File: src/rtl/href_pkg.sv
`timescale 1ns/1ps
package href_pkg;
  // Legal ranges of the window registers
  localparam logic [7:0] HS_MIN = 8'h38;
  localparam logic [7:0] HE_MAX = 8'hEC;
  localparam logic [7:0] VS_MIN = 8'h03;
  localparam logic [7:0] VE_MAX = 8'h94;
  // Lines of black reference added at the top of the window
  localparam int BLK_LINES = 4;

  typedef enum logic [1:0] {
    FM_NONE = 2'b00,
    FM_ODD  = 2'b01,
    FM_EVEN = 2'b10,
    FM_BOTH = 2'b11
  } fmode_e;
endpackage

File: src/rtl/href_win_eval.sv
`timescale 1ns/1ps
module href_win_eval
  import href_pkg::*;
#(
  parameter int COL_W = 10,
  parameter int ROW_W = 9
) (
  input  logic [COL_W-1:0] col_i,
  input  logic [ROW_W-1:0] row_i,
  input  logic             qcif_i,
  input  logic [7:0]       hs_i,
  input  logic [7:0]       he_i,
  input  logic [7:0]       vs_i,
  input  logic [7:0]       ve_i,
  input  logic             blk_en_i,
  output logic             in_win_o,
  output logic             blk_row_o
);
  logic             cfg_ok;
  logic [COL_W-1:0] h_lo, h_hi;
  logic [ROW_W-1:0] v_lo, v_hi, blk_hi;
  logic             in_h, in_v;

  // Reject anything outside the legal ranges or out of order
  always_comb begin
    cfg_ok = (hs_i >= HS_MIN) && (he_i <= HE_MAX) && (hs_i < he_i) &&
             (vs_i >= VS_MIN) && (ve_i <= VE_MAX) && (vs_i < ve_i);
  end

  // Horizontal units: two columns per step at full size, one at quarter size
  always_comb begin
    h_lo = qcif_i ? COL_W'(hs_i) : COL_W'({hs_i, 1'b0});
    h_hi = qcif_i ? COL_W'(he_i) : COL_W'({he_i, 1'b0});
  end

  always_comb begin
    v_lo   = ROW_W'(vs_i);
    blk_hi = v_lo + ROW_W'(BLK_LINES);
    v_hi   = ROW_W'(ve_i) + (blk_en_i ? ROW_W'(BLK_LINES) : ROW_W'(0));
  end

  always_comb begin
    in_h      = (col_i >= h_lo) && (col_i < h_hi);
    in_v      = (row_i >= v_lo) && (row_i < v_hi);
    in_win_o  = cfg_ok && in_h && in_v;
    blk_row_o = blk_en_i && (row_i >= v_lo) && (row_i < blk_hi);
  end
endmodule

File: src/rtl/href_field_gate.sv
`timescale 1ns/1ps
module href_field_gate
  import href_pkg::*;
#(
  parameter int SLOT_W = 6
) (
  input  logic              clk,
  input  logic              rst_n,
  input  logic              vsync_i,
  input  logic              odd_i,
  input  logic [SLOT_W-1:0] slot_i,
  input  logic [1:0]        mode_i,
  input  logic              sreq_i,
  output logic              fen_o,
  output logic              slot_zero_o
);
  logic              vs_d;
  logic              fstart;
  logic [SLOT_W-1:0] fcnt;
  logic [SLOT_W-1:0] mask;
  logic              slot_hit, mode_ok;
  logic              pend, second, take;
  fmode_e            mode;

  assign mode        = fmode_e'(mode_i);
  assign fstart      = vsync_i & ~vs_d;
  assign slot_zero_o = (slot_i == '0);
  assign take        = pend & odd_i;

  // Period follows the highest set bit of the slot field
  always_comb begin
    mask = '0;
    for (int i = 0; i < SLOT_W; i++) begin
      if (slot_i[i]) mask = SLOT_W'((1 << (i + 1)) - 1);
    end
    slot_hit = slot_zero_o || ((fcnt & mask) == '0);
  end

  always_comb begin
    unique case (mode)
      FM_ODD:  mode_ok = odd_i;
      FM_EVEN: mode_ok = ~odd_i;
      FM_BOTH: mode_ok = 1'b1;
      default: mode_ok = 1'b0;
    endcase
  end

  always_ff @(posedge clk) begin
    if (!rst_n) begin
      vs_d   <= 1'b0;
      fcnt   <= '0;
      fen_o  <= 1'b0;
      pend   <= 1'b0;
      second <= 1'b0;
    end else begin
      vs_d <= vsync_i;
      pend <= sreq_i | (pend & ~(fstart & odd_i));
      if (fstart) begin
        fen_o  <= take | second | (slot_hit & mode_ok);
        second <= take;
        fcnt   <= fcnt + 1'b1;
      end
    end
  end
endmodule

File: src/rtl/href_shift_line.sv
`timescale 1ns/1ps
module href_shift_line #(
  parameter int DATA_W    = 8,
  parameter int MAX_SHIFT = 255,
  localparam int DEPTH    = MAX_SHIFT + 1,
  localparam int PTR_W    = (DEPTH > 1) ? $clog2(DEPTH) : 1
) (
  input  logic              clk,
  input  logic              rst_n,
  input  logic [PTR_W-1:0]  shift_i,
  input  logic              vld_i,
  input  logic [DATA_W-1:0] dat_i,
  output logic              vld_o,
  output logic [DATA_W-1:0] dat_o
);
  logic [PTR_W-1:0]  wp, eff, rd;
  logic [PTR_W:0]    wsum;
  logic [DEPTH-1:0]  vmem;
  logic [DATA_W-1:0] dmem [DEPTH];

  // Clamp only when the pointer can name a slot beyond the ring
  generate
    if (DEPTH == (1 << PTR_W)) begin : g_full
      assign eff = shift_i;
    end else begin : g_clamp
      assign eff = (shift_i > PTR_W'(MAX_SHIFT)) ? PTR_W'(MAX_SHIFT) : shift_i;
    end
  endgenerate

  always_comb begin
    wsum = {1'b0, wp} + (PTR_W+1)'(DEPTH) - {1'b0, eff};
    rd   = (wp >= eff) ? (wp - eff) : PTR_W'(wsum);
  end

  always_ff @(posedge clk) begin
    dmem[wp] <= dat_i;
  end

  always_ff @(posedge clk) begin
    if (!rst_n) begin
      wp    <= '0;
      vmem  <= '0;
      vld_o <= 1'b0;
      dat_o <= '0;
    end else begin
      wp       <= (wp == PTR_W'(DEPTH - 1)) ? '0 : wp + 1'b1;
      vmem[wp] <= vld_i;
      if (eff == '0) begin
        vld_o <= vld_i;
        dat_o <= vld_i ? dat_i : '0;
      end else begin
        vld_o <= vmem[rd];
        dat_o <= vmem[rd] ? dmem[rd] : '0;
      end
    end
  end
endmodule

File: src/rtl/href_window_gen.sv
`timescale 1ns/1ps
module href_window_gen #(
  parameter int DATA_W    = 8,
  parameter int COL_W     = 10,
  parameter int ROW_W     = 9,
  parameter int SLOT_W    = 6,
  parameter int MAX_SHIFT = 255,
  parameter logic [DATA_W-1:0] BLACK_LVL = DATA_W'(16),
  localparam int SHIFT_W  = (MAX_SHIFT + 1 > 1) ? $clog2(MAX_SHIFT + 1) : 1
) (
  input  logic               clk,
  input  logic               rst_n,
  input  logic [COL_W-1:0]   col_i,
  input  logic [ROW_W-1:0]   row_i,
  input  logic               vsync_i,
  input  logic               field_odd_i,
  input  logic               qcif_i,
  input  logic [7:0]         h_start_i,
  input  logic [7:0]         h_end_i,
  input  logic [7:0]         v_start_i,
  input  logic [7:0]         v_end_i,
  input  logic [SHIFT_W-1:0] shift_i,
  input  logic [SLOT_W-1:0]  slot_i,
  input  logic [1:0]         mode_i,
  input  logic               single_req_i,
  input  logic               black_en_i,
  input  logic [DATA_W-1:0]  pix_i,
  output logic               href_o,
  output logic [DATA_W-1:0]  pix_o,
  output logic               pix_vld_o
);
  logic              in_win, blk_row, fen, slot_zero, href_raw;
  logic [DATA_W-1:0] dat_in;

  href_win_eval #(.COL_W(COL_W), .ROW_W(ROW_W)) u_win (
    .col_i    (col_i),
    .row_i    (row_i),
    .qcif_i   (qcif_i),
    .hs_i     (h_start_i),
    .he_i     (h_end_i),
    .vs_i     (v_start_i),
    .ve_i     (v_end_i),
    .blk_en_i (black_en_i),
    .in_win_o (in_win),
    .blk_row_o(blk_row)
  );

  href_field_gate #(.SLOT_W(SLOT_W)) u_gate (
    .clk        (clk),
    .rst_n      (rst_n),
    .vsync_i    (vsync_i),
    .odd_i      (field_odd_i),
    .slot_i     (slot_i),
    .mode_i     (mode_i),
    .sreq_i     (single_req_i),
    .fen_o      (fen),
    .slot_zero_o(slot_zero)
  );

  assign href_raw = in_win & fen;
  assign dat_in   = (blk_row | slot_zero) ? BLACK_LVL : pix_i;

  always_ff @(posedge clk) begin
    if (!rst_n) href_o <= 1'b0;
    else        href_o <= href_raw;
  end

  href_shift_line #(.DATA_W(DATA_W), .MAX_SHIFT(MAX_SHIFT)) u_dly (
    .clk    (clk),
    .rst_n  (rst_n),
    .shift_i(shift_i),
    .vld_i  (href_raw),
    .dat_i  (dat_in),
    .vld_o  (pix_vld_o),
    .dat_o  (pix_o)
  );
endmodule

File: config.mk
export PLATFORM = sky130hd
export DESIGN_NAME = href_window_gen
export DESIGN_NICKNAME = d
export VERILOG_FILES = /design/src/rtl/href_pkg.sv /design/src/rtl/href_win_eval.sv /design/src/rtl/href_field_gate.sv /design/src/rtl/href_shift_line.sv /design/src/rtl/href_window_gen.sv
export SDC_FILE = /design/constraint.sdc
export NUM_CORES = 2
export LEC_CHECK = 0
export ABC_CLOCK_PERIOD_IN_PS = 6400
export CAP_MARGIN = 10
export CORE_ASPECT_RATIO = 1.2
export CORE_MARGIN = 2
export CORE_UTILIZATION = 45
export CTS_BUF_LIST = sky130_fd_sc_hd__clkbuf_16
export CTS_CLUSTER_SIZE = 20
export DETAILED_ROUTE_END_ITERATION = 16
export DONT_BUFFER_PORTS = 1
export PLACE_DENSITY = 0.7
export SYNTH_ARGS = -nofsm -noshare
export SYNTH_HDL_FRONTEND = slang
export SYNTH_SLANG_ARGS = --single-unit
File: constraint.sdc
create_clock -name clk -period 6.4 [get_ports clk]
set_input_delay 0.32 -clock clk [delete_from_list [all_inputs] [get_ports clk]]
set_output_delay 0.32 -clock clk [all_outputs]
set_load 0.005 [all_outputs]
==> run metrics <==
status finished, final reports clean; IR Drop Worst-Case VDD 0.261 mV; total wire length 227 mm; r2r endpoint u_dly.dat_o[4]; Yosys top cell area share roughly two thirds; Starting Density 45.3%; FP Rows 183; Root Buffer clkbuf_16; xor/xnor share of the synthesized area less than 1%; Critical Path Sink Type register; clock-pin slew on the worst setup and hold paths 0.07 ns; routability cong. between 0.8 and 0.9; Setup TNS 0 ns; IO Count 92; Slew headroom between 5 and 6%; critical path required time 7.17 ns; crit path DAT 6.35 ns; adder-cell share of the synthesized area 0.954%; post-synthesis compound-gate area fraction 2.88%; Area Growth Syn to Fin 11.1%; Pwr per Cell Area 324 nW/um^2; crit-path max cell delay 1.12 ns; RSZ-0062 raised after global routing no; drt pass-1 iters 6; DRT iter0 DRCs 5809; Yosys reg bits 2332; die area 212000 um^2; clock skew 0.0623 ns; Setup violations, final 0; area leader, netlist edfxtp_1; DR vias/cell around 6; CP Max Fanout 43; Post-synth EDFFs between 2k and 2.5k; Hold Fails Final Rpt 0; Top FF cell, synth edfxtp_1; worst reg2reg path startpoint u_dly.wp[0]; worst skew pair latency 0.89 ns; Die W 421 um; Core ar. slightly above 200000 um^2; Layout fillers approximately 16k; Max clock buf depth 3; Port Buf Inserts 0; area of the multi-input gates 24000 um^2; Reg area around 67000 um^2; Synth Net Count 5247; Syn Area/Cell 18.4 um^2; share of cells above drive strength 1 21.0%; worst hold path depth 3; Die Y between 500 and 600 um; Residual DRC 0; Async SR Flop Fraction 0%; Synth Area in Simple Gates 4.22%; maximum clock rate 179 MHz; post-DP HPWL 140 mm; max-slew violation count 0; post-synthesis mux area share 17.1%; Lkg Pwr 0.0353 uW; worst-margin pin slew 1.41 ns; critical path type register to register; CP startpoint kind register; crit path cell chain inv_1 -> ha_4 -> inv_1 -> fa_4 -> buf_12 -> mux4_1 -> mux4_2 -> mux2i_1 -> o311ai_1 -> o2111a_2 -> o2111ai_1 -> o31ai_1 -> dlygate4sd3_1; vias in the first global route 48.9k; r2r setup slk a little over 0.8 ns; Crit-path slowest cell fa_4; CTS Buf Count 207; total track usage 21.3%; CTS-repair resized insts 0; crit path time final 5.57 ns; max cap viols 0; antenna violations before repair 7; Worst Hold Launch rst_n; largest family of logic cells by synthesized area multiplexers; Worst Hold Class input port to register; Setup WS post-layout between 0.8 and 0.9 ns; Max H-tree Level 4; Yosys warnings 0; average routed wire per standard cell 28.1 um; most used cell, CP inv_1; clk sink count 2332; Net count, final 5279; pre-CTS WS 1.30 ns; largest net degree at the start of global routing about 270; global route overflow 0; CTS tree done; via count approximately 48k; post-route ant nets 0; fin util about half; Syn Std Cell Area 93900 um^2; first-pass GRT wire length 334 mm; fin crit share 87.1%; library cells used by synthesis 71; sequential share of the synthesized area 71.5%; synth top area cells edfxtp_1, mux4_2, dfxtp_1; cells after synthesis 5094; Worst Hold Path EP u_gate.second; Register-to-Register Path Depth 13
==> repair_timing <==
action,4_1_cts,5_1_grt
hold endpoints to repair,341,9
setup buffers,0,0
hold buffers,20,1
==> per-layer routing <==
| layer | routed length (um) | global-route usage (%) |
|---|---|---|
| met5 | 27 | 0 |
| met4 | 12100 | 10.7 |
| met3 | 17000 | 3.84 |
| met2 | 114000 | 35.4 |
| met1 | 84300 | 26.9 |
==> worst max-delay path by stage <==
| stage | startpoint | end | slack (ns) |
|---|---|---|---|
| 4_1_cts | u_dly.wp[0] | u_dly.dat_o[4] | 0.85 |
| 6_report | u_dly.wp[0] | u_dly.dat_o[4] | 0.83 |
| 3_5_place_dp | u_dly.wp[0] | u_dly.dat_o[3] | 1.30 |
| 2_1_floorplan | row_i[0] | u_dly.dmem[0][0] | 0.29 |
| 3_3_place_gp | u_dly.wp[0] | u_dly.dat_o[0] | 1.18 |
| 5_1_grt | u_dly.wp[0] | u_dly.dat_o[4] | 0.73 |
==> logic make-up (layout without fill, tap and decap cells) <==
logic type	Yosys count	after routing
compound gates	454	454
flops	2332	2332
simple gates	870	870
buf+inv	605	816
fa+ha+maj	71	71
other cells	0	9
mux	734	734
xor+xnor	28	28
==> state kept, by name, indices dropped and copies added (netlist names) <==
register / flops
u_dly.dmem: 2048
u_dly.vmem: 256
u_dly.dat_o: 8
u_dly.wp: 8
u_gate.fcnt: 6
href_o: 1
u_dly.vld_o: 1
u_gate.fen_o: 1
u_gate.pend: 1
u_gate.second: 1
u_gate.vs_d: 1
==> area by class of cell <==
type / instances / area share, %
Antenna cell: 9 / 0.0216
Clock inverter: 180 / 1.74
Sequential cell: 2332 / 64.4
Inverter: 299 / 1.08
Timing Repair Buffer: 129 / 1.37
Clock buffer: 208 / 4.99
Tap cell: 2775 / 3.33
Multi-Input combinational cell: 2157 / 23.1
==> critical path, delay by kind of cell (launching register included) <==
family / cells / cell delay [ns]
multiplexers: 3 / 1.63
adder cells (fa/ha/maj): 2 / 1.28
buffers and inverters: 4 / 1.22
AO/OA/AOI/OAI: 4 / 0.94
flip-flops: 1 / 0.35
==> power breakdown <==
| group | internal, uW | switching (uW) | leakage (uW) |
|---|---|---|---|
| clock network | 7110 | 5650 | 0.00355 |
| registers | 16700 | 27.1 | 0.0209 |
| logic | 1850 | 2520 | 0.0109 |
==> layout by cell type (no fill, tap or decap), drive strengths merged, types with 26 or more instances in the layout <==
master  synthesis  routed
nor3           31      31
ha             70      70
nand2         375     375
nand3         318     318
a21oi          33      33
a21o           26      26
dfxtp         284     284
nor2           48      48
bufinv          0      28
buf           165     108
inv           299     342
mux2i          48      48
and2           32      32
o21ai         271     271
clkinv          0      97
mux4          686     686
o22ai          30      30
clkbuf        141     209
edfxtp       2048    2048
==> cell usage after synthesis (8+ instances only) <==
master,n
nor2_1,47
nand2_1,375
mux4_2,655
nand3_1,318
inv_1,299
and3_1,12
mux4_1,31
o21ai_0,265
mux2i_1,48
edfxtp_1,2048
nand4_1,10
o311a_1,9
and2_1,32
a311oi_1,13
buf_2,85
ha_1,70
clkbuf_1,140
nor3_1,31
o22ai_1,30
nand2b_1,17
buf_4,35
nor2b_1,14
buf_1,8
xor2_1,9
a31oi_1,19
buf_6,29
dfxtp_1,284
a21oi_1,31
xnor2_1,17
a21o_1,26
==> metrics by stage <==
stage / cells / total power (uW) / instance area, um^2 / hold WS (ns)
floorplan: 5094 / 20100 / 93900 / 0.430
global placement: 7667 / 21300 / 96900 / 0.434
detailed placement: 7668 / 21400 / 97000 / 0.436
CTS: 8076 / 34000 / 104000 / 0.0375
global route: 8085 / 34800 / 104000 / 0.0814
finish: 8089 / 33800 / 104000 / 0.0322
(Power assumes the default switching activity.)
